File: config.mk
export PLATFORM = sky130hd
export DESIGN_NAME = aud_csr_top
export DESIGN_NICKNAME = d
export VERILOG_FILES = /design/src/rtl/aud_csr_pkg.sv /design/src/rtl/aud_csr_cmd.sv /design/src/rtl/aud_csr_status.sv /design/src/rtl/aud_csr_irq.sv /design/src/rtl/aud_csr_top.sv
export SDC_FILE = /design/constraint.sdc
export NUM_CORES = 1
export LEC_CHECK = 0
export ABC_AREA = 0
export BUFFER_PORTS_ARGS = -buffer_cell sky130_fd_sc_hd__buf_2
export CORE_MARGIN = 4
export CORE_UTILIZATION = 45
export CTS_CLUSTER_SIZE = 12
export DETAILED_ROUTE_END_ITERATION = 6
export PLACE_DENSITY_LB_ADDON = 0.05
export SYNTH_ARGS = -nofsm -noshare
export SYNTH_HDL_FRONTEND = slang
export SYNTH_SLANG_ARGS = --single-unit
File: constraint.sdc
create_clock -name clk -period 1.7 [get_ports clk]
set_input_delay 0.085 -clock clk [delete_from_list [all_inputs] [get_ports clk]]
set_output_delay 0.085 -clock clk [all_outputs]
set_load 0.05 [all_outputs]
File: src/rtl/aud_csr_pkg.sv
package aud_csr_pkg;

    localparam int unsigned DW     = 32;
    localparam int unsigned ADDR_W = 6;

    // word indices (byte address bits 5:2)
    localparam logic [3:0] W_CMD  = 4'd0;
    localparam logic [3:0] W_MODE = 4'd1;
    localparam logic [3:0] W_STAT = 4'd2;
    localparam logic [3:0] W_SCLR = 4'd3;
    localparam logic [3:0] W_SSET = 4'd4;
    localparam logic [3:0] W_IEN  = 4'd5;
    localparam logic [3:0] W_IDIS = 4'd6;
    localparam logic [3:0] W_IMSK = 4'd7;
    localparam logic [3:0] W_RHR  = 4'd8;
    localparam logic [3:0] W_THR  = 4'd9;
    localparam logic [3:0] W_VER  = 4'd10;

    // status bit positions
    localparam int unsigned B_RXEN  = 0;
    localparam int unsigned B_RXRDY = 1;
    localparam int unsigned B_RXOVR = 2;
    localparam int unsigned B_TXEN  = 4;
    localparam int unsigned B_TXRDY = 5;
    localparam int unsigned B_TXUR  = 6;
    localparam int unsigned B_RXCH  = 8;
    localparam int unsigned B_TXCH  = 20;

    // command reset bit
    localparam int unsigned B_SWRST = 7;

    // status sources that may raise the interrupt
    localparam logic [DW-1:0] IRQ_BITS = 32'h0000_0066;

    // controlled functions; enable bit = 2*f, disable bit = 2*f+1
    typedef enum logic [1:0] {
        FN_RX  = 2'd0,
        FN_CLK = 2'd1,
        FN_TX  = 2'd2
    } func_e;
    localparam int unsigned NFUNC = 3;

    typedef struct packed {
        logic cmd;
        logic mode;
        logic sclr;
        logic sset;
        logic ien;
        logic idis;
        logic thr_wr;
        logic rhr_rd;
    } csr_strb_t;

    function automatic csr_strb_t csr_decode(input logic sel, input logic wr,
                                             input logic [3:0] widx);
        csr_strb_t s;
        s        = '0;
        s.cmd    = sel && wr && (widx == W_CMD);
        s.mode   = sel && wr && (widx == W_MODE);
        s.sclr   = sel && wr && (widx == W_SCLR);
        s.sset   = sel && wr && (widx == W_SSET);
        s.ien    = sel && wr && (widx == W_IEN);
        s.idis   = sel && wr && (widx == W_IDIS);
        s.thr_wr = sel && wr && (widx == W_THR);
        s.rhr_rd = sel && !wr && (widx == W_RHR);
        return s;
    endfunction

    // sticky positions for a given channel count
    function automatic logic [DW-1:0] sticky_mask(input int unsigned nch);
        logic [DW-1:0] m;
        m          = '0;
        m[B_RXOVR] = 1'b1;
        m[B_TXUR]  = 1'b1;
        for (int unsigned i = 0; i < nch; i++) begin
            m[B_RXCH + i] = 1'b1;
            m[B_TXCH + i] = 1'b1;
        end
        return m;
    endfunction

endpackage

File: src/rtl/aud_csr_cmd.sv
module aud_csr_cmd
    import aud_csr_pkg::*;
(
    input  logic               clk,
    input  logic               rst,
    input  logic               swrst,
    input  logic               cmd_we,
    input  logic [2*NFUNC-1:0] cmd_bits,
    output logic [NFUNC-1:0]   en
);

    for (genvar f = 0; f < NFUNC; f++) begin : g_fn
        always_ff @(posedge clk) begin
            if (rst || swrst) begin
                en[f] <= 1'b0;
            end else if (cmd_we) begin
                if (cmd_bits[2*f+1])
                    en[f] <= 1'b0;
                else if (cmd_bits[2*f])
                    en[f] <= 1'b1;
            end
        end

        AST_DISABLE_WINS: assert property (@(posedge clk) disable iff (rst)
            (cmd_we && cmd_bits[2*f+1]) |=> !en[f]);

        AST_ZERO_PAIR_HOLDS: assert property (@(posedge clk) disable iff (rst)
            (cmd_we && !swrst && !cmd_bits[2*f] && !cmd_bits[2*f+1]) |=> $stable(en[f]));
    end

endmodule

File: src/rtl/aud_csr_status.sv
module aud_csr_status
    import aud_csr_pkg::*;
#(
    parameter int unsigned NCH  = 8,
    parameter int unsigned SW   = 32,
    localparam int unsigned CH_W = $clog2(NCH)
) (
    input  logic            clk,
    input  logic            rst,
    input  logic            swrst,
    input  logic            rx_en,
    input  logic            tx_en,
    input  logic            sclr,
    input  logic            sset,
    input  logic            thr_wr,
    input  logic            rhr_rd,
    input  logic [DW-1:0]   wdata,
    input  logic            rx_strobe,
    input  logic [CH_W-1:0] rx_chan,
    input  logic [SW-1:0]   rx_sample,
    input  logic            tx_take,
    input  logic [CH_W-1:0] tx_chan,
    output logic [DW-1:0]   status,
    output logic [SW-1:0]   rx_hold,
    output logic [SW-1:0]   tx_hold
);

    localparam logic [DW-1:0] STK = sticky_mask(NCH);

    logic          rx_rdy;
    logic          tx_empty;
    logic [DW-1:0] stk;
    logic          rx_acc, tx_acc, rx_over, tx_under;
    logic [DW-1:0] ev, clr_v, set_v;

    always_comb begin
        rx_acc   = rx_strobe && rx_en;
        tx_acc   = tx_take && tx_en;
        rx_over  = rx_acc && rx_rdy && !rhr_rd;
        tx_under = tx_acc && tx_empty;
        ev       = '0;
        if (rx_over) begin
            ev[B_RXOVR]              = 1'b1;
            ev[B_RXCH + int'(rx_chan)] = 1'b1;
        end
        if (tx_under) begin
            ev[B_TXUR]               = 1'b1;
            ev[B_TXCH + int'(tx_chan)] = 1'b1;
        end
        clr_v = sclr ? wdata : '0;
        set_v = sset ? wdata : '0;
    end

    always_ff @(posedge clk) begin
        if (rst || swrst) begin
            stk      <= '0;
            rx_rdy   <= 1'b0;
            tx_empty <= 1'b1;
            rx_hold  <= '0;
            tx_hold  <= '0;
        end else begin
            stk <= ((stk & ~clr_v) | set_v | ev) & STK;
            if (rx_acc) begin
                rx_hold <= rx_sample;
                rx_rdy  <= 1'b1;
            end else if (rhr_rd) begin
                rx_rdy  <= 1'b0;
            end
            if (thr_wr) begin
                tx_hold  <= wdata[SW-1:0];
                tx_empty <= 1'b0;
            end else if (tx_acc) begin
                tx_empty <= 1'b1;
            end
        end
    end

    always_comb begin
        status          = stk;
        status[B_RXEN]  = rx_en;
        status[B_RXRDY] = rx_rdy;
        status[B_TXEN]  = tx_en;
        status[B_TXRDY] = tx_empty;
    end

    AST_RX_READ_CLEARS: assert property (@(posedge clk) disable iff (rst)
        (rhr_rd && !rx_acc) |=> !rx_rdy);

    AST_OVR_STICKY: assert property (@(posedge clk) disable iff (rst)
        (stk[B_RXOVR] && !swrst && !(sclr && wdata[B_RXOVR])) |=> stk[B_RXOVR]);

    AST_UR_FLAGGED: assert property (@(posedge clk) disable iff (rst)
        (tx_under && !swrst) |=> (stk[B_TXUR] && (stk[B_TXCH +: NCH] != '0)));

    AST_SET_KEEPS_READY: assert property (@(posedge clk) disable iff (rst)
        (sset && !rx_acc && !rhr_rd && !swrst) |=> $stable(rx_rdy));

    AST_NO_OVR_WHEN_OFF: assert property (@(posedge clk) disable iff (rst)
        (!rx_en && !sset && !swrst && !stk[B_RXOVR]) |=> !stk[B_RXOVR]);

endmodule

File: src/rtl/aud_csr_irq.sv
module aud_csr_irq
    import aud_csr_pkg::*;
(
    input  logic          clk,
    input  logic          rst,
    input  logic          swrst,
    input  logic          ien,
    input  logic          idis,
    input  logic [DW-1:0] wdata,
    input  logic [DW-1:0] status,
    output logic [DW-1:0] mask,
    output logic          irq
);

    logic [DW-1:0] en_v, dis_v;

    always_comb begin
        en_v  = ien  ? (wdata & IRQ_BITS) : '0;
        dis_v = idis ? (wdata & IRQ_BITS) : '0;
    end

    always_ff @(posedge clk) begin
        if (rst || swrst)
            mask <= '0;
        else
            mask <= (mask | en_v) & ~dis_v;
    end

    assign irq = |(status & mask);

    AST_IEN_SETS: assert property (@(posedge clk) disable iff (rst)
        ien |=> ((mask & $past(wdata & IRQ_BITS)) == $past(wdata & IRQ_BITS)));

    AST_IDIS_CLEARS: assert property (@(posedge clk) disable iff (rst)
        idis |=> ((mask & $past(wdata)) == '0));

    AST_IRQ_NEEDS_MASK: assert property (@(posedge clk) disable iff (rst)
        irq |-> (mask != '0));

endmodule

File: src/rtl/aud_csr_top.sv
module aud_csr_top
    import aud_csr_pkg::*;
#(
    parameter int unsigned NCH      = 8,
    parameter int unsigned SAMPLE_W = 32,
    parameter logic [31:0] VERSION  = 32'h0001_0203,
    localparam int unsigned CH_W    = $clog2(NCH)
) (
    input  logic                clk,
    input  logic                rst,
    input  logic                bus_sel,
    input  logic                bus_wr,
    input  logic [ADDR_W-1:0]   bus_addr,
    input  logic [DW-1:0]       bus_wdata,
    output logic [DW-1:0]       bus_rdata,
    input  logic                rx_strobe,
    input  logic [CH_W-1:0]     rx_chan,
    input  logic [SAMPLE_W-1:0] rx_sample,
    input  logic                tx_take,
    input  logic [CH_W-1:0]     tx_chan,
    output logic [SAMPLE_W-1:0] tx_sample,
    output logic                rx_enable,
    output logic                tx_enable,
    output logic                clk_enable,
    output logic [DW-1:0]       mode_cfg,
    output logic                irq
);

    logic [3:0]          widx;
    logic                unused_addr_lsb;
    csr_strb_t           strb;
    logic                swrst;
    logic [NFUNC-1:0]    en;
    logic [DW-1:0]       status, mask;
    logic [SAMPLE_W-1:0] rx_hold;

    assign widx            = bus_addr[5:2];
    assign unused_addr_lsb = ^bus_addr[1:0];
    assign strb            = csr_decode(bus_sel, bus_wr, widx);
    assign swrst           = strb.cmd && bus_wdata[B_SWRST];

    aud_csr_cmd i_cmd (
        .clk      (clk),
        .rst      (rst),
        .swrst    (swrst),
        .cmd_we   (strb.cmd),
        .cmd_bits (bus_wdata[2*NFUNC-1:0]),
        .en       (en)
    );

    assign rx_enable  = en[FN_RX];
    assign clk_enable = en[FN_CLK];
    assign tx_enable  = en[FN_TX];

    aud_csr_status #(.NCH(NCH), .SW(SAMPLE_W)) i_status (
        .clk       (clk),
        .rst       (rst),
        .swrst     (swrst),
        .rx_en     (rx_enable),
        .tx_en     (tx_enable),
        .sclr      (strb.sclr),
        .sset      (strb.sset),
        .thr_wr    (strb.thr_wr),
        .rhr_rd    (strb.rhr_rd),
        .wdata     (bus_wdata),
        .rx_strobe (rx_strobe),
        .rx_chan   (rx_chan),
        .rx_sample (rx_sample),
        .tx_take   (tx_take),
        .tx_chan   (tx_chan),
        .status    (status),
        .rx_hold   (rx_hold),
        .tx_hold   (tx_sample)
    );

    aud_csr_irq i_irq (
        .clk    (clk),
        .rst    (rst),
        .swrst  (swrst),
        .ien    (strb.ien),
        .idis   (strb.idis),
        .wdata  (bus_wdata),
        .status (status),
        .mask   (mask),
        .irq    (irq)
    );

    always_ff @(posedge clk) begin
        if (rst || swrst)
            mode_cfg <= '0;
        else if (strb.mode)
            mode_cfg <= bus_wdata;
    end

    always_comb begin
        bus_rdata = '0;
        if (bus_sel && !bus_wr) begin
            unique case (widx)
                W_MODE:  bus_rdata = mode_cfg;
                W_STAT:  bus_rdata = status;
                W_IMSK:  bus_rdata = mask;
                W_RHR:   bus_rdata = DW'(rx_hold);
                W_VER:   bus_rdata = VERSION;
                default: bus_rdata = '0;
            endcase
        end
    end

    AST_SWRST_ZEROES: assert property (@(posedge clk) disable iff (rst)
        swrst |=> (mode_cfg == '0 && !rx_enable && !tx_enable && !clk_enable && !irq));

    AST_WO_READS_ZERO: assert property (@(posedge clk) disable iff (rst)
        (bus_sel && !bus_wr && (widx == W_THR || widx == W_CMD)) |-> (bus_rdata == '0));

    AST_MODE_FOLLOWS: assert property (@(posedge clk) disable iff (rst)
        (strb.mode) |=> (mode_cfg == $past(bus_wdata)));

endmodule

* Word level (Yosys, flattened, before mapping)
Cells that the tools add are included.
Storage, ports and cells: memory bits (writable) 0, bits in latches 0, bits in registers 151, input bits 82, output and inout bits 100, ROM bits 0, word-level logic and storage cells 88, memories kept 0
Cells by class: shift-type cells 0, bitwise operators 9, add/subtract/negate cells 2, div/mod/pow operators 0, reduce and logical (&&, ||, !) cells 31, equality and inequality tests 10, magnitude comparators 4, multiply operators 0, mux-type cells 22
Operator list (count):
- $pmux 32 s5 | 1
- $mux 28 | 4
- $or 28x28->28 | 3
- $ge 32x1->1 const B | 2
- $lt 32x6->1 const B | 2
- $and 28x32->32 | 1
- $and 32x32->32 | 1
- $mux 32 | 1
- $not 32->32 | 1
- $or 32x32->32 | 1
- $reduce_or 32->1 | 1
- $and 28x28->28 | 1
- $not 28->28 | 1
- $logic_and 1x1->1 | 18
- $eq 4x3->1 const B | 4
- $mux 7 | 2
- $eq 4x4->1 const B | 3
- $mux 1 | 12
- $demux 1 s5 | 2
- $reduce_bool 2->1 | 5
- $eq 4x2->1 const B | 2
- $add 5x3->6 const A | 1
- $reduce_and 2->1 | 3
- $add 4x3->5 const A | 1
- 4 further kinds | 5

* Longest topological paths before layout
depth after elaboration 9, mapped depth 7, mapped depth without buffers 3

* By module
A second synthesis with hierarchy kept.
Unflattened totals: cells, all modules 777, area total of the unflattened synthesis 6431.2 µm²
Modules (own cells, without submodules):
- aud_csr_status | sequential area each 1681.6 µm², instances 1, cells an instance 364, area an instance 3223.1 µm²
- aud_csr_top | sequential area each 640.6 µm², instances 1, cells an instance 360, area an instance 2706.3 µm²
- aud_csr_irq | sequential area each 80.1 µm², instances 1, cells an instance 44, area an instance 391.6 µm²
- aud_csr_cmd | sequential area each 60.1 µm², instances 1, cells an instance 9, area an instance 110.1 µm²

* Worst setup path before layout
No wires, ideal clock.
kind input to output, start point in bus_addr[2], end point out bus_rdata[0], path slack -0.614 ns, arrival time 2.229 ns, stages on the path 6, cell sequence buf_2 -> buf_6 -> nor4b_2 -> buf_2 -> a22oi_1 -> a221oi_1
On the way: longest elaborated chain between the ends 3
RTL lines:
- start: declaration | RTL line aud_csr_top.sv:13 | input logic [ADDR_W-1:0] bus_addr,
- $eq 4x4->1 (tied with other cells) | RTL line aud_csr_top.sv:98 | unique case (widx)
- $pmux 32 s5 * | RTL line aud_csr_top.sv:98
- $mux 32 * | RTL line aud_csr_top.sv:97 | if (bus_sel && !bus_wr) begin
- end: declaration | RTL line aud_csr_top.sv:15 | output logic [DW-1:0] bus_rdata,
Every way passes the cells marked *; elsewhere a longest branch is shown, timed or not.

* Final worst setup path
start point reg i_status.rx_rdy, end point out bus_rdata[1]
On the way: longest elaborated chain between the ends 2
RTL lines:
- start: declaration | RTL line aud_csr_status.sv:30 | logic rx_rdy;
- start signal: assignment | RTL line aud_csr_status.sv:57 | rx_rdy <= 1'b0;
- start signal: assignment | RTL line aud_csr_status.sv:65 | rx_rdy <= 1'b1;
- start signal: assignment | RTL line aud_csr_status.sv:67 | rx_rdy <= 1'b0;
- $pmux 32 s5 | RTL line aud_csr_top.sv:98
- $mux 32 | RTL line aud_csr_top.sv:97
No other way between the ends.

==> out/qor.txt <==
status - complete, but fails checks
failing checks - negative setup slack
Simple-Gate Fraction of Synth Area - 19.5%
Reg power frac - 40.2%
Power Total - 0.00726 W
Rows - 41
Post-Synth XOR/XNOR Area - 0%
synth top area cells - dfxtp_1 41%, a21oi_1 8.9%, nand3_1 6.7%
minimum clock period - 1810 ps
Syn Area/Cell - 8.17 um2
Post-synth ARST share - 0%
layout cells sized above 1 - 33.1%
largest stage delay on the critical path - 500 ps
fmax - 0.552 GHz
Yosys top cell area share - 41.3%
crit path capture type - output port
vias in the first global route - 6,258
chip height - 123 um
period utilisation layout - 107%
via-per-instance ratio - 5.93
Synth Cell Area - 0.00597 mm2
Max Cap Viol - 0
Reg clk slew, reported paths - 50 ps
multi-input logic area - 0.00327 mm2
clk sink count - 123
Starting DRT DRC Count - 846
P_int - 0.00551 W
largest family of logic cells by synthesized area - compound AO/OA/AOI/OAI gates
Clk pwr share - 48.7%
CP arrival - 1730 ps
gr ovfl total - 0
Layout Nets - 1,047
Top FF cell, synth - dfxtp_1
Yosys warning count - 0
combinational group share of total power - 11.1%
critical path's slowest cell - or4_4
clk root buf - clkbuf_16
Peak VDD IR - 0.000746 V
Via Count - 6,813
FF-to-FF setup slack - 330 ps
largest net degree at the start of global routing - 70
Initial Utilization - 46.5%
Filler cells - 1,071
CTS H-tree depth - 4
Final setup viols - 9
worst path bufs/invs - 1
WP data required - 1620 ps
worst-skew pair later-pin latency - 420 ps
Slew Viols, Final - 0
reg2reg path depth - 4
NetSw - 0.00175 W
CTS tree - yes
sequential area share after synthesis - 41.3%
full die area - 0.0152 mm2
core area - 0.0128 mm2
CP cell instances - nor2_2, or4_4, a221oi_4, buf_6
ANT nets after route - 0
fin worst setup slack - -112 ps
most common cell in the netlist - dfxtp_1
DR DRC count - 0
GP Congestion - 0.886
Avg WL per Cell - 18.9 um
EDFF count, synth - 0
worst hold path stage count - 3
drt pass-1 iters - 7
RSZ-0062 raised after global routing - true
CP Class - flip-flop to output port
total CTS buffers - 17
area fraction in compound gates after synthesis - 30.9%
Leak - 3.33 nW
Sw Share - 24.1%
Detail Placement HPWL - 15.1 mm
Layout area overhead - 46.5%
FF/Latch Area - 0.00247 mm2
Worst Tran Pin Value - 498 ps
Synth top cells by count - 123 x dfxtp_1, 106 x a21oi_1, 80 x nand3_1, 69 x o21ai_0, 67 x nand2_1
clk buf depth - 2
Post-Synth Adder-Cell Area - 0%
unique cell type count in the Yosys netlist - 50
clk_skew - 6.30 ps
cell taking the most area after synthesis - dfxtp_1
kind of cell adding the most delay to the critical path - simple AND/OR/NAND/NOR gates
overall global routing resource usage - 28.3%
register bit total from synthesis - 123
IO Pins - 182
worst-path fanout max - 2
normalized max-slew margin - 66.7%
initial antenna violation count - 1
Startpoint Class - flip-flop
Total Wirelength - 21.8 mm
PwrDens - 831 mW/mm2
first-pass GRT wire length - 33.5 mm
Synth Instances - 730
Hold Path Class - input pin to flip-flop
Port Buffers - 179
mux contribution to synthesized area - 0%
Final Hold Violating Endpoints - 0
critical path depth - 4
setup tns final - -311 ps
die width - 123 um
Syn Nets - 812
-- power groups by stage --
stage          clock network (W)  registers, W  logic (W)
2_1_floorplan                  0       0.00301   0.000327
3_5_place_dp                   0       0.00298   0.000659
3_3_place_gp                   0       0.00298   0.000649
5_1_grt                  0.00370       0.00292   0.000858
4_1_cts                  0.00358       0.00292   0.000789
6_report                 0.00354       0.00292   0.000805
-- registers in the layout, summed over array words and instances (netlist names) --
register / flops
i_status.rx_rdy: 1
i_status.stk: 18
i_status.tx_hold: 32
i_status.rx_hold: 32
i_status.tx_empty: 1
i_cmd.en: 3
i_irq.mask: 4
mode_cfg: 32
-- layout make-up --
cell class                      count  area share, %
Multi-Input combinational cell    509           37.4
Sequential cell                   123           28.3
Tap cell                          172           2.46
Timing Repair Buffer              300           24.6
Inverter                           14          0.601
Antenna cell                        1         0.0286
Clock buffer                       22           5.54
Clock inverter                      8           1.06
-- cells by family (layout without fill, tap and decap cells) --
kind of cell | Yosys count | after routing
AOI/OAI and AO/OA | 299 | 299
and+or+nand+nor | 210 | 210
buffers and inverters | 98 | 344
DFF | 123 | 123
other | 0 | 1
-- tightest hold or removal path: stages --
cell	delay [ps]
buf_2	120
o2111ai_1	100
a31oi_1	70
-- worst paths after layout --
kind | startpoint | endpoint
hold / removal | rx_chan[1] | i_status.stk[14]$_SDFF_PP0_
hold reg to reg | i_status.rx_hold[4]$_SDFFE_PP0N_ | i_status.rx_hold[4]$_SDFFE_PP0N_
setup / recovery | i_status.rx_rdy$_SDFFE_PP0P_ | bus_rdata[1]
setup reg to reg | i_cmd.en[0]$_SDFFE_PP0P_ | i_status.rx_hold[13]$_SDFFE_PP0N_
-- what timing repair did --
action / 4_1_cts / 5_1_grt
hold buffers: 68 / 0
setup endpoints to repair: 29 / 27
endpoints found under the hold margin: 110 / 0
gates resized for setup: 20 / 12
pin swaps: 4 / 3
setup buffers: 2 / 0
-- metrics by stage --
step | worst slack [ps] | cell area (um2) | instances | hold slack, ps | utilization (%)
5_1_grt | -167 | 8740 | 1148 | 36.9 | 68.1
4_1_cts | -118 | 8700 | 1148 | 13.2 | 67.9
3_3_place_gp | -59.5 | 7360 | 1048 | 311 | 57.4
3_5_place_dp | -68.0 | 7360 | 1048 | 318 | 57.4
2_1_floorplan | -165 | 6140 | 730 | 181 | -
6_report | -112 | 8740 | 1149 | 20.4 | 68.1
-- metal layers --
metal	routed length, um	global-route usage (%)	up-vias
li1	-	-	3208
met1	9350	38.8	3165
met2	9430	41.6	393
met3	2530	8.78	45
met5	7	0	-
met4	441	10.9	2
-- layout by cell type, fill, tap and decap left out, drive strengths merged, types with 14 or more instances in the layout --
| cell type | count |
|---|---|
| nand2 | 67 |
| buf | 232 |
| a22oi | 17 |
| a31oi | 19 |
| inv | 14 |
| clkbuf | 22 |
| o21ai | 78 |
| dlygate4sd3 | 68 |
| a222oi | 16 |
| dfxtp | 123 |
| a211oi | 23 |
| a21oi | 106 |
| nand3 | 80 |
(Power assumes the default switching activity.)
